## src/rtl/dual_pio_port.sv

```systemverilog
module dual_pio_port #(
  parameter int PW = 7,
  parameter int NP = 2,
  parameter int DW = 8,
  parameter int LATCH_BIT = 6
) (
  input  logic                  clk,
  input  logic                  rst_n,
  input  logic                  wr_en,
  input  logic [((NP>1)?$clog2(NP):1)+1:0] addr,
  input  logic [DW-1:0]         wdata,
  output logic [DW-1:0]         rdata,
  input  logic [NP*PW-1:0]      pad_in,
  output logic [NP*PW-1:0]      pad_out,
  output logic [NP*PW-1:0]      pad_oe,
  input  logic [NP*PW-1:0]      ctl_out,
  input  logic [NP*PW-1:0]      ctl_oe,
  output logic [NP-1:0]         host_own,
  output logic [NP-1:0]         latch_out
);
  localparam int PIW = (NP > 1) ? $clog2(NP) : 1;
  localparam int AW = PIW + 2;
  localparam logic [1:0] K_DATA = 2'd0;
  localparam logic [1:0] K_DIR  = 2'd1;
  localparam logic [1:0] K_OWN  = 2'd2;
  localparam logic [1:0] K_LE   = 2'd3;
  localparam logic [PW-1:0] LMASK = PW'(1) << LATCH_BIT;

  wire [1:0]     kind = addr[AW-1:PIW];
  wire [PIW-1:0] pidx = addr[PIW-1:0];

  logic [PW-1:0] data_q [NP];
  logic [PW-1:0] dir_q  [NP];
  logic [PW-1:0] s1_q   [NP];
  logic [PW-1:0] s2_q   [NP];
  logic [PW-1:0] rd_val [NP];
  logic          own_q  [NP];
  logic          le_q   [NP];

  for (genvar p = 0; p < NP; p++) begin : g_port
    wire hit = wr_en && (pidx == PIW'(p));
    wire [PW-1:0] le_m   = le_q[p] ? LMASK : '0;
    wire [PW-1:0] dir_ef = dir_q[p] & ~le_m;
    wire [PW-1:0] oe_ef  = (own_q[p] ? dir_q[p] : ctl_oe[p*PW +: PW]) & ~le_m;
    wire [PW-1:0] dv     = own_q[p] ? data_q[p] : ctl_out[p*PW +: PW];

    always_ff @(posedge clk) begin
      if (!rst_n) begin
        data_q[p] <= '0;
        dir_q[p]  <= '0;
        own_q[p]  <= 1'b0;
        le_q[p]   <= 1'b0;
        s1_q[p]   <= '0;
        s2_q[p]   <= '0;
      end else begin
        s1_q[p] <= pad_in[p*PW +: PW];
        s2_q[p] <= s1_q[p];
        if (hit && kind == K_DATA) data_q[p] <= wdata[PW-1:0];
        if (hit && kind == K_DIR)  dir_q[p]  <= wdata[PW-1:0];
        if (hit && kind == K_OWN)  own_q[p]  <= wdata[0];
        if (hit && kind == K_LE)   le_q[p]   <= wdata[0];
      end
    end

    assign pad_oe[p*PW +: PW]  = oe_ef;
    assign pad_out[p*PW +: PW] = dv & oe_ef;
    assign rd_val[p]   = (data_q[p] & dir_ef) | (s2_q[p] & ~dir_ef);
    assign host_own[p] = own_q[p];
    assign latch_out[p] = le_q[p] & s2_q[p][LATCH_BIT];

    assert_latch_blocks_oe_R10: assert property (@(posedge clk) disable iff (!rst_n)
      (hit && kind == K_LE && wdata[0]) |=> !pad_oe[p*PW + LATCH_BIT]);

    assert_host_drive_R5: assert property (@(posedge clk) disable iff (!rst_n)
      (hit && kind == K_DATA && own_q[p] && !le_q[p] && (&dir_q[p]))
        |=> pad_out[p*PW +: PW] == $past(wdata[PW-1:0]));

    assert_ctrl_oe_R7: assert property (@(posedge clk) disable iff (!rst_n)
      (!own_q[p] && !le_q[p]) |-> pad_oe[p*PW +: PW] == ctl_oe[p*PW +: PW]);

    assert_sync_depth_R4: assert property (@(posedge clk) disable iff (!rst_n)
      (le_q[p] && $past(le_q[p])) |-> latch_out[p] == $past(s1_q[p][LATCH_BIT]));

    assert_latch_quiet_R9: assert property (@(posedge clk) disable iff (!rst_n)
      !le_q[p] |-> !latch_out[p]);
  end

  always_comb begin
    rdata = '0;
    for (int p = 0; p < NP; p++)
      if (kind == K_DATA && pidx == PIW'(p))
        rdata = {{(DW-PW){1'b0}}, rd_val[p]};
  end

  assert_ctrl_regs_read_zero_R6: assert property (@(posedge clk) disable iff (!rst_n)
    (kind != K_DATA) |-> rdata == '0);

  assert_top_bit_zero_R2: assert property (@(posedge clk) disable iff (!rst_n)
    !rdata[DW-1]);
endmodule

```

## config.mk

```make
export PLATFORM = sky130hd
export DESIGN_NAME = dual_pio_port
export DESIGN_NICKNAME = d
export VERILOG_FILES = /design/src/rtl/dual_pio_port.sv
export SDC_FILE = /design/constraint.sdc
export NUM_CORES = 1
export LEC_CHECK = 0
export BUFFER_PORTS_ARGS = -buffer_cell sky130_fd_sc_hd__buf_2
export CORE_ASPECT_RATIO = 0.8
export CORE_UTILIZATION = 47
export CTS_BUF_LIST = sky130_fd_sc_hd__clkbuf_4 sky130_fd_sc_hd__clkbuf_8 sky130_fd_sc_hd__clkbuf_16
export DETAILED_ROUTE_END_ITERATION = 8
export PLACE_DENSITY = 0.76
export SYNTH_ARGS = -nofsm -noshare
export SYNTH_HDL_FRONTEND = slang
export SYNTH_SLANG_ARGS = --single-unit
```

## constraint.sdc

```tcl
create_clock -name clk -period 2.4 [get_ports clk]
set_input_delay 0.24 -clock clk [delete_from_list [all_inputs] [get_ports clk]]
set_output_delay 0.24 -clock clk [all_outputs]
set_load 0.01 [all_outputs]
```

; ---- Word level (Yosys, flattened, before mapping)
; Memories as Yosys holds them, arrays and structs flattened.
; Cells that the tools add are included.
[word_totals]
romBits = 0
mem_count = 6
latchBits = 0
ramBits = 60
wordCells = 99
output_inout_bits = 40
ff_bits = 0
in_bits = 56
[op_classes]
n_lt_le_gt_ge = 0
shift = 0
mux = 46
n_addsub = 0
bitwise = 31
eq_ne = 3
div_mod_pow = 0
multipliers = 0
n_reduce_logical = 13
[memory_table]
columns = name, depth, width, rd, rd_clocked_by_memory_dff, write_ports, line_no
row1 = data_q, 2, 7, 2, 0, 2, 32  ; logic [PW-1:0] data_q [NP];
row2 = dir_q, 2, 7, 2, 0, 2, 33  ; logic [PW-1:0] dir_q [NP];
row3 = s1_q, 2, 7, 2, 0, 2, 34  ; logic [PW-1:0] s1_q [NP];
row4 = s2_q, 2, 7, 2, 0, 2, 35  ; logic [PW-1:0] s2_q [NP];
row5 = le_q, 2, 1, 2, 0, 2, 38  ; logic le_q [NP];
row6 = own_q, 2, 1, 2, 0, 2, 37  ; logic own_q [NP];
[ops]
columns = operator, count
row1 = $mux W7, 15
row2 = $and A7 B7 Y7, 10
row3 = $mux W1, 30
row4 = $not A7 Y7, 4
row5 = $or A7 B7 Y7, 2
row6 = $logic_and A1 B1 Y1, 12
row7 = $or A1 B1 Y1, 12
row8 = $mux W8, 1
row9 = $eq A2 B2 Y1 const B, 2
row10 = $and A1 B1 Y1, 2
row11 = $eq A2 B1 Y1 const B, 1
row12 = $logic_not A2 Y1, 1
row13 = $not A1 Y1, 1

; ---- Depth between registers and ports, before layout
; Gate-level depths: netlist (run 1).
; An unclocked memory read counts as a cell.
[logic_depth]
ltp_word = 9
ltp_mapped = 5
ltp_nobuf = 3

; ---- Worst setup path before layout (run 1)
; OpenSTA, ideal clock, no wires.
[synth_timing]
path_kind = input to register
from = input addr[0] (netlist bit)
to = memory data_q[0][0] (enable)
t_required_ns = 2.033
path_stages = 4
path_buffers = 2
setup_time_ns = 0.367
arrival_time_ns = 1.260
path_slack_ns = 0.772
cell_sequence = buf_6 or3_1 buf_6 o21ai_1
[synth_lines]
columns = item, line_no
row1 = "start, declared", 10  ; input logic [((NP>1)?$clog2(NP):1)+1:0] addr,
row2 = "end, declared", 32

==> flow_metrics.tcl, run 1 <==
set metrics [dict create \
    outcome "completed" \
    postCtsHoldBufs 0 \
    fin_crit_sh_pct 85.39 \
    vias_per_cell 4.833 \
    ir_drop_uv 456.5 \
    synth_cells 231 \
    std_cell_rows 24 \
    crit_arrival_ps 1810 \
    grt_max_degree 23 \
    r2r_slack_ps 1270 \
    synth_area_mm2 0.002803 \
    synth_area_per_cell_um2 12.13 \
    synth_top_area_cell "edfxtp_1" \
    drv_cap 0 \
    overflow 0 \
    startpoint "own_q[1]" \
    ys_seq_area_share_pct 53.57 \
    ant_nets 0 \
    clk_pin_slew_ps 60 \
    design.portCount 96 \
    final_util_pct 63.13 \
    nNetsFinal 380 \
    hp-class "primary input to register" \
    endpoint "pad_out[9]" \
    grt_setup_unrepaired "no" \
    slowest_delay_ps 780 \
    cts_max_level 3 \
    r2r-end "own_q[1]" \
    timing.rr.start "own_q[1]" \
    numPortBuffers 93 \
    initial_utilization_pct 50.18 \
    die-area_mm2 0.006278 \
    grt_antenna_before_repair 0 \
    drt_iter0_drc 79 \
    criticalPathCategory "register to output pin" \
    wl_per_cell_um 13.47 \
    worstPathMaxFanout 16 \
    hold_violations 0 \
    powerDensity_mw_per_mm2 700.7 \
    fmax_ghz 0.4880 \
    cts_root_buffer "clkbuf_8" \
    p_leak_nw 1.547 \
    finalSetupViolCount 0 \
    gp_congestion 0.8215 \
    crit_slowest_cell "dfxtp_1" \
    drive_above_1_share_pct 44.98 \
    setup_tns_ps 0 \
    areaGrowthSynthToFinish_pct 25.80 \
    ys_warn_count 0 \
    cts_buffer_depth 2 \
    max_slew_margin_pct 51.72 \
    hpwl_um 4150 \
    grt_use_total_pct 18.47 \
    synth_cell_type_count 29 \
    cp_cell_sequence "mux2_2 -> and2_1 -> buf_2" \
    cts_made_buffers 9 \
    drv_slew 0 \
    cp-start-kind "register" \
    grt_pass1_wl_um 8369 \
    endpoint_kind "output pin" \
    die_h_um 71.07 \
    whs_path_depth 2 \
    clk_latency_ps 320 \
    die_x_um 88.34 \
    synthTopCellsByArea "edfxtp_1 32%, dfxtp_1 21%, and2_1 15%, mux2_2 9.6%, mux2i_1 7.1%" \
    cts_resized 0 \
    cts.sinks 60 \
    finClkSkew_ps 5.013 \
    fill_cells 463 \
    dr.pass1.iters 4 \
    ys_seq_elements 60 \
    insertedDiodeCount 0 \
    grt_pass1_vias 1781 \
    num_vias 1967 \
    worst_slew_pin_slew_ps 723.2 \
    synth_nets 287 \
    synth_top_area_share_pct 32.14 \
    drt-total-wl_um 5481 \
    fin_crit_ps 2049 \
    tritoncts "yes" \
    coreArea_mm2 0.005585 \
    r2r_cells 2 \
    post_cts_buffers 0 \
    drc 0 \
    cp.required_ps 2160 \
]
## Yosys cell counts, drive strengths merged
| master | number |
|---|---|
| and2 | 66 |
| dfxtp | 30 |
| edfxtp | 30 |
| mux2 | 24 |
| mux2i | 20 |
| buf | 12 |
| nor2 | 7 |
| o22ai | 7 |
| nor3 | 5 |
| clkbuf | 4 |
| nand2b | 4 |
| o21ai | 4 |
| inv | 2 |
| nand2 | 2 |
| nand3 | 2 |
| nand4 | 2 |
| nor2b | 2 |
| nor4 | 2 |
| o31ai | 2 |
| conb | 1 |
| nand4b | 1 |
| or2 | 1 |
| or3 | 1 |
## cells in the final DEF, fill, tap and decap left out, types with 3 or more instances in the layout
cell type / count
and2_1: 66
buf_2: 93
buf_4: 5
clkbuf_8: 11
dfxtp_1: 30
edfxtp_1: 30
mux2_2: 24
mux2i_1: 20
nand2b_1: 3
nor2_1: 7
nor3_1: 4
o22ai_2: 7
## cell type report
cell class                 instances  area (um2)  area share [%]
inverter                           2       7.507          0.2129
timing repair buffer              98       503.0           14.27
tap                               78       97.59           2.768
clock inverter                     3       68.82           1.952
sequential                        60        1501           42.58
multi-input combinational        153        1181           33.50
clock buffer                      13       166.4           4.720
## power by group
part / internal (W) / leakage, nW / switching [W]
sequential: 0.00113 / 0.538 / 0.0000356
clock: 0.000667 / 0.121 / 0.000364
combinational: 0.000143 / 0.889 / 0.000128
## routing by layer
layer  wire [um]  vias up  global-route usage, %
met1        2496      903                  24.28
met5           0        -                      0
li1            -      984                      -
met3         410        2                  6.884
met2        2562       78                  28.72
met4          11        0                  5.018
## stage by stage
stage	cells	cell area, um2	setup WS (ps)	total power, W	hold slack (ps)
5_1_grt	407	3526	239.6	0.002574	105.8
6_report	407	3526	350.7	0.002470	115.4
3_3_place_gp	391	3291	721.0	0.001459	414.7
4_1_cts	407	3526	327.5	0.002494	99.90
3_5_place_dp	391	3291	686.9	0.001464	418.9
2_1_floorplan	231	2803	772.2	0.001351	367.3
## worst min path at each step
stage	slack (ps)	start	end
after floorplan	370	pad_in[0]	s1_q[0][0]
after global placement	410	s1_q[1][5]	s2_q[1][5]
after detailed placement	420	s1_q[0][4]	s2_q[0][4]
after CTS	100	pad_in[11]	s1_q[1][4]
after global routing	110	pad_in[5]	s1_q[0][5]
final	120	pad_in[9]	s1_q[1][2]
## flip-flops by register name, indices dropped and copies added, names as in the netlist
signal,flops
s1_q,14
dir_q,14
le_q,2
own_q,2
data_q,14
s2_q,14
## worst max-delay path, delay by kind of cell, from the launching register on
kind,cells,cell delay (ps)
mux,1,420
buf+inv,1,130
simple gates,1,140
flops,1,780
## kinds of logic (layout without fill, tap and decap cells)
family                 after synthesis  in the layout  synth area share, %
buffers and inverters               18            116                4.286
multiplexers                        44             44                16.79
AND/OR/NAND/NOR                     95             95                20.85
other                                1              1               0.1338
AO/OA/AOI/OAI                       13             13                4.375
flip-flops                          60             60                53.57
No activity file was read; power rests on OpenSTA's default activity.
==> run 2, diff against run 1 <==
Settings changed: REMOVE_ABC_BUFFERS from default to 1.
==> flow_metrics.tcl, run 2 (synthesis results as in run 1) <==
set metrics [dict create \
    dpl.cell_count 397 \
    p_switching_w 0.0005197 \
    finClkSkew_ps 5.826 \
    cp-start-kind "register" \
    power.total_w 0.002165 \
    hp-class "primary input to register" \
    cts_max_level 3 \
    numPortBuffers 93 \
    cts_made_buffers 9 \
    die_h_um 71.07 \
    ir_drop_uv 418.3 \
    swShare_pct 24.00 \
    grt_pass1_vias 1939 \
    grt_pass1_wl_um 8997 \
    clockPowerShare_pct 33.1 \
    wl_per_cell_um 14.10 \
    initial_utilization_pct 50.18 \
    worst_slew_pin_slew_ps 712.3 \
    areaGrowthSynthToFinish_pct 24.42 \
    final_cells 412 \
    gp_congestion 0.8005 \
    cts_buffer_depth 2 \
    endpoint_kind "output pin" \
    drt-total-wl_um 5808 \
    overflow 0 \
    p_comb_share_pct 13.0 \
    p_leak_nw 1.536 \
    placed_area_mm2 0.003336 \
    grt_setup_unrepaired "no" \
    ant_nets 0 \
    vias_per_cell 4.947 \
    clk_latency_ps 330 \
    tritoncts "yes" \
    powerDensity_mw_per_mm2 620.9 \
    grt_use_total_pct 20.00 \
    hold_violations 0 \
    fin_area_mm2 0.003487 \
    fmax_ghz 0.5011 \
    postCtsHoldBufs 0 \
    final_cell_mix "93 x buf_2, 66 x and2_1, 30 x edfxtp_1, 30 x dfxtp_1, 24 x mux2_2" \
    die-area_mm2 0.006278 \
    hpwl_um 4319 \
    cp_cell_sequence "buf_4 -> mux2_2 -> and2_1 -> buf_2" \
    finalSetupViolCount 0 \
    cts_root_buffer "clkbuf_8" \
    drv_cap 0 \
    slowest_delay_ps 540 \
    cts.sinks 60 \
    max_slew_margin_pct 52.15 \
    criticalPathCategory "register to output pin" \
    design.portCount 96 \
    drive_above_1_share_pct 44.61 \
    fin_crit_ps 1996 \
    std_cell_rows 24 \
    cp.required_ps 2160 \
    drt_iter0_drc 128 \
    fin_crit_sh_pct 83.15 \
    die_x_um 88.34 \
    setup_tns_ps 0 \
    grt_max_degree 35 \
    coreArea_mm2 0.005585 \
    outcome "completed" \
    seq_power_share_pct 53.8 \
    final_common_cell "buf_2" \
    clk_pin_slew_ps 60 \
    worstPathMaxFanout 8 \
    crit_slowest_cell "edfxtp_1" \
    intPower_w 0.001645 \
    post_cts_buffers 0 \
    crit_arrival_ps 1760 \
    grt_antenna_before_repair 0 \
    num_vias 2038 \
    nNetsFinal 386 \
    cts_resized 0 \
    dr.pass1.iters 4 \
    insertedDiodeCount 0 \
    drv_slew 0 \
    drc 0 \
]
==> run 2: cell types whose count changed in the layout (fill, tap and decap cells not counted) <==
| cell | before | now |
|---|---|---|
| clkinv_2 | 0 | 1 |
| clkbuf_8 | 11 | 9 |
| clkinv_4 | 1 | 0 |
| clkinv_1 | 0 | 4 |
| bufinv_16 | 2 | 0 |
| clkbuf_4 | 2 | 1 |
| buf_4 | 5 | 11 |
==> run 2: layout make-up <==
type                            instances  area, um2
Inverter                                2      7.507
Multi-Input combinational cell        153       1181
Clock inverter                          5      20.02
Sequential cell                        60       1501
Clock buffer                           10      131.4
Timing Repair Buffer                  104      548.0
Tap cell                               78      97.59
Fill cell                             499       2098
==> run 2: metal layers <==
| metal | up-vias | wire [um] | share of wire (%) | global-route usage (%) |
|---|---|---|---|---|
| li1 | 991 | - | - | - |
| met1 | 947 | 2467 | 42 | 24.51 |
| met2 | 96 | 2791 | 48 | 32.39 |
| met3 | 4 | 509 | 8.8 | 7.818 |
| met4 | 0 | 38 | 0.65 | 6.452 |
| met5 | - | 0 | 0 | 0 |
==> run 2: path summary, 6_finish.rpt <==
path / startpoint / end / slack, ps / cells past startpoint
worst max-delay path: own_q[0] / pad_out[3] / 400 / 4
worst min-delay path: pad_in[10] / s1_q[1][3] / 100 / 2
worst max register to register: own_q[1] / own_q[1] / 1610 / 3
worst min register to register: s1_q[0][3] / s2_q[0][3] / 430 / 1
==> run 2: through the flow <==
stage	utilization, %	hold slack [ps]	worst slack (ps)
global route	62.43	88.80	329.9
detailed placement	59.72	422.3	595.5
global placement	59.72	414.2	609.3
floorplan	-	361.7	825.6
finish	62.43	104.9	404.4
CTS	62.43	91.25	382.5
==> run 2: power by group through the flow <==
stage,clock network (W),registers (W),logic (W)
2_1_floorplan,0,0.00118,0.000147
3_3_place_gp,0,0.00119,0.000279
3_5_place_dp,0,0.00119,0.000285
4_1_cts,0.000735,0.00117,0.000286
5_1_grt,0.000787,0.00117,0.000311
6_report,0.000718,0.00117,0.000282
==> run 2: worst max-delay path, delay by kind of cell (launching register included) <==
kind	cells	cell delay [ps]
multiplexers	1	340
buffers and inverters	2	390
AND/OR/NAND/NOR	1	150
flip-flops	1	540
==> run 3, diff against run 2 <==
Settings changed: ABC_AREA from default to 1, CORE_UTILIZATION 47 to 45.
Clock period 2.4 ns to 1.7 ns, I/O delays scaled along.
==> flow_metrics.tcl, run 3 <==
set metrics [dict create \
    vias_per_cell 4.487 \
    fin_crit_ps 1636 \
    async_flop_share_pct 0 \
    yosysMostFrequentCell "nand2_1" \
    fill_cells 571 \
    cp_top_family "simple AND/OR/NAND/NOR gates" \
    finalSetupViolCount 0 \
    finClkSkew_ps 2.534 \
    fmax_ghz 0.6113 \
    cts_root_buffer "clkbuf_8" \
    synth_flop_cell "edfxtp_1" \
    ys_seq_area_share_pct 52.96 \
    dr.pass1.iters 4 \
    ys_warn_count 0 \
    crit_arrival_ps 1470 \
    timing.rr.start "own_q[1]" \
    drv_cap 0 \
    r2r_slack_ps 1040 \
    final_cell_mix "170 x nand2_1, 93 x buf_2, 70 x inv_1" \
    synthTopCellsByArea "edfxtp_1 32%, nand2_1 23%, dfxtp_1 21%, inv_1 9.5%, nor2_1 5.3%" \
    num_vias 2589 \
    cts.sinks 60 \
    grt_antenna_before_repair 0 \
    synth_commonest_cells "170 x nand2_1, 72 x inv_1, 40 x nor2_1" \
    insertedDiodeCount 0 \
    r2r_cells 2 \
    startpoint "own_q[1]" \
    grt_pass1_vias 2303 \
    clk_pin_slew_ps 60 \
    cp_cell_sequence "buf_4 -> or2_2 -> nand2_1 -> nor2_1 -> buf_2" \
    clk_latency_ps 330 \
    hold_violations 0 \
    synth_cell_type_count 21 \
    areaGrowthSynthToFinish_pct 27.18 \
    slowest_delay_ps 370 \
    powerDensity_mw_per_mm2 883.7 \
    met3_length_um 382 \
    worst-path-buf-inv 2 \
    setup_slack_ps 64.11 \
    met1_length_um 2771 \
    die_h_um 73.00 \
    ir_drop_uv 446.1 \
    wl_met2_um 2871 \
    pre_cts_slack_ps 322.2 \
    die_x_um 90.75 \
    synth_cells 391 \
    cp.required_ps 1530 \
    outcome "completed" \
    synth_area_mm2 0.002835 \
    drive_above_1_share_pct 26.21 \
    synth_top_area_cell "edfxtp_1" \
    drt-total-wl_um 6145 \
    setup_tns_ps 0 \
    highest_layer "met4" \
    criticalPathCategory "register to output pin" \
    worstPathMaxFanout 9 \
    tritoncts "yes" \
    ys_seq_elements 60 \
    cts_max_level 3 \
    final_common_cell "nand2_1" \
    numPortBuffers 93 \
    cts_buffer_depth 2 \
    drv_slew 0 \
    overflow 0 \
    wl_per_cell_um 10.65 \
    drc 0 \
    die-area_mm2 0.006624 \
    std_cell_rows 25 \
    drt_iter0_drc 81 \
    endpoint "pad_out[13]" \
    hp-class "primary input to register" \
    power.total_w 0.003187 \
    cp-start-kind "register" \
    cp_num_cells 5 \
    synth_top_area_share_pct 31.77 \
    p_leak_nw 2.109 \
    grt_use_total_pct 19.19 \
    hpwl_um 4653 \
    fin_hold_ws_ps 15.95 \
    fin_crit_sh_pct 96.23 \
    design.portCount 96 \
    grt_pass1_wl_um 9735 \
    grt_max_degree 27 \
    initial_utilization_pct 47.21 \
    r2r-end "own_q[1]" \
    endpoint_kind "output pin" \
    ant_nets 0 \
    synth_area_per_cell_um2 7.251 \
    gp_congestion 0.8868 \
    nNetsFinal 548 \
    synth_edf_count 30 \
    coreArea_mm2 0.006006 \
    cts_made_buffers 9 \
    crit_slowest_cell "dfxtp_2" \
    postCtsHoldBufs 0 \
]
## run 3: cell count changes in the layout (fill, tap and decap cells not counted), moves of 20 or more
cell     previous run  this run
mux2i_1            20         0
nand2_1             2       170
and2_1             66         0
inv_1               2        70
nor2_1              7        40
mux2_2             24         0
## run 3: tightest hold or removal path: stages
cell,delay [ps]
buf_2,70
nand2_1,40
inv_1,40
## run 3: cell type report
class,instances,area (um2),area share [%]
flip-flops and latches,60,1503,41.67
multi-input cells,244,987.2,27.38
repair buffers,101,541.8,15.02
inverters,75,289.0,8.015
clock buffers,13,166.4,4.615
well taps,81,101.3,2.811
clock inverters,2,10.01,0.2776
repair inverters,1,7.507,0.2082
## run 3: logic make-up after synthesis
kind of cell | share of synthesized area [%]
flops | 52.96
compound gates | 3.089
simple gates | 31.60
buf+inv | 12.22
other cells | 0.1323
## run 3: worst min path at each step
stage / start / end / slack [ps] / cells past startpoint
after floorplan: rst_n / s1_q[0][0] / 260 / 2
after global placement: pad_in[0] / s1_q[0][0] / 350 / 3
after detailed placement: pad_in[9] / s1_q[1][2] / 360 / 3
after CTS: pad_in[12] / s1_q[1][5] / 6 / 3
after global routing: pad_in[3] / s1_q[0][3] / 20 / 3
final: pad_in[10] / s1_q[1][3] / 20 / 3
## run 3: what timing repair did
item | in CTS | in global routing
setup endpoints to repair | 2 | 14
cloned | 0 | 1
endpoints found under the hold margin | 0 | 0
gates resized for setup | 1 | 4
setup buffers | 0 | 1
## run 3: per-layer routing
layer	track usage (%)	vias up
li1	-	1358
met5	0	-
met2	32.07	79
met1	24.01	1142
met3	4.167	10
met4	9.319	0
## run 3: through the flow
step,utilization (%),std cells,cell area (um2)
after floorplan,-,379,2770
after global placement,56.44,560,3390
after detailed placement,56.44,560,3390
after CTS,59.44,575,3570
after global routing,60.04,577,3606
final,60.04,577,3606
## run 3: where the power goes
group	leakage [nW]	internal (W)	total [W]	switching [W]
clock	0.0961	0.000628	0.00114	0.000509
combinational	1.47	0.000169	0.000406	0.000237
sequential	0.538	0.00160	0.00164	0.0000428
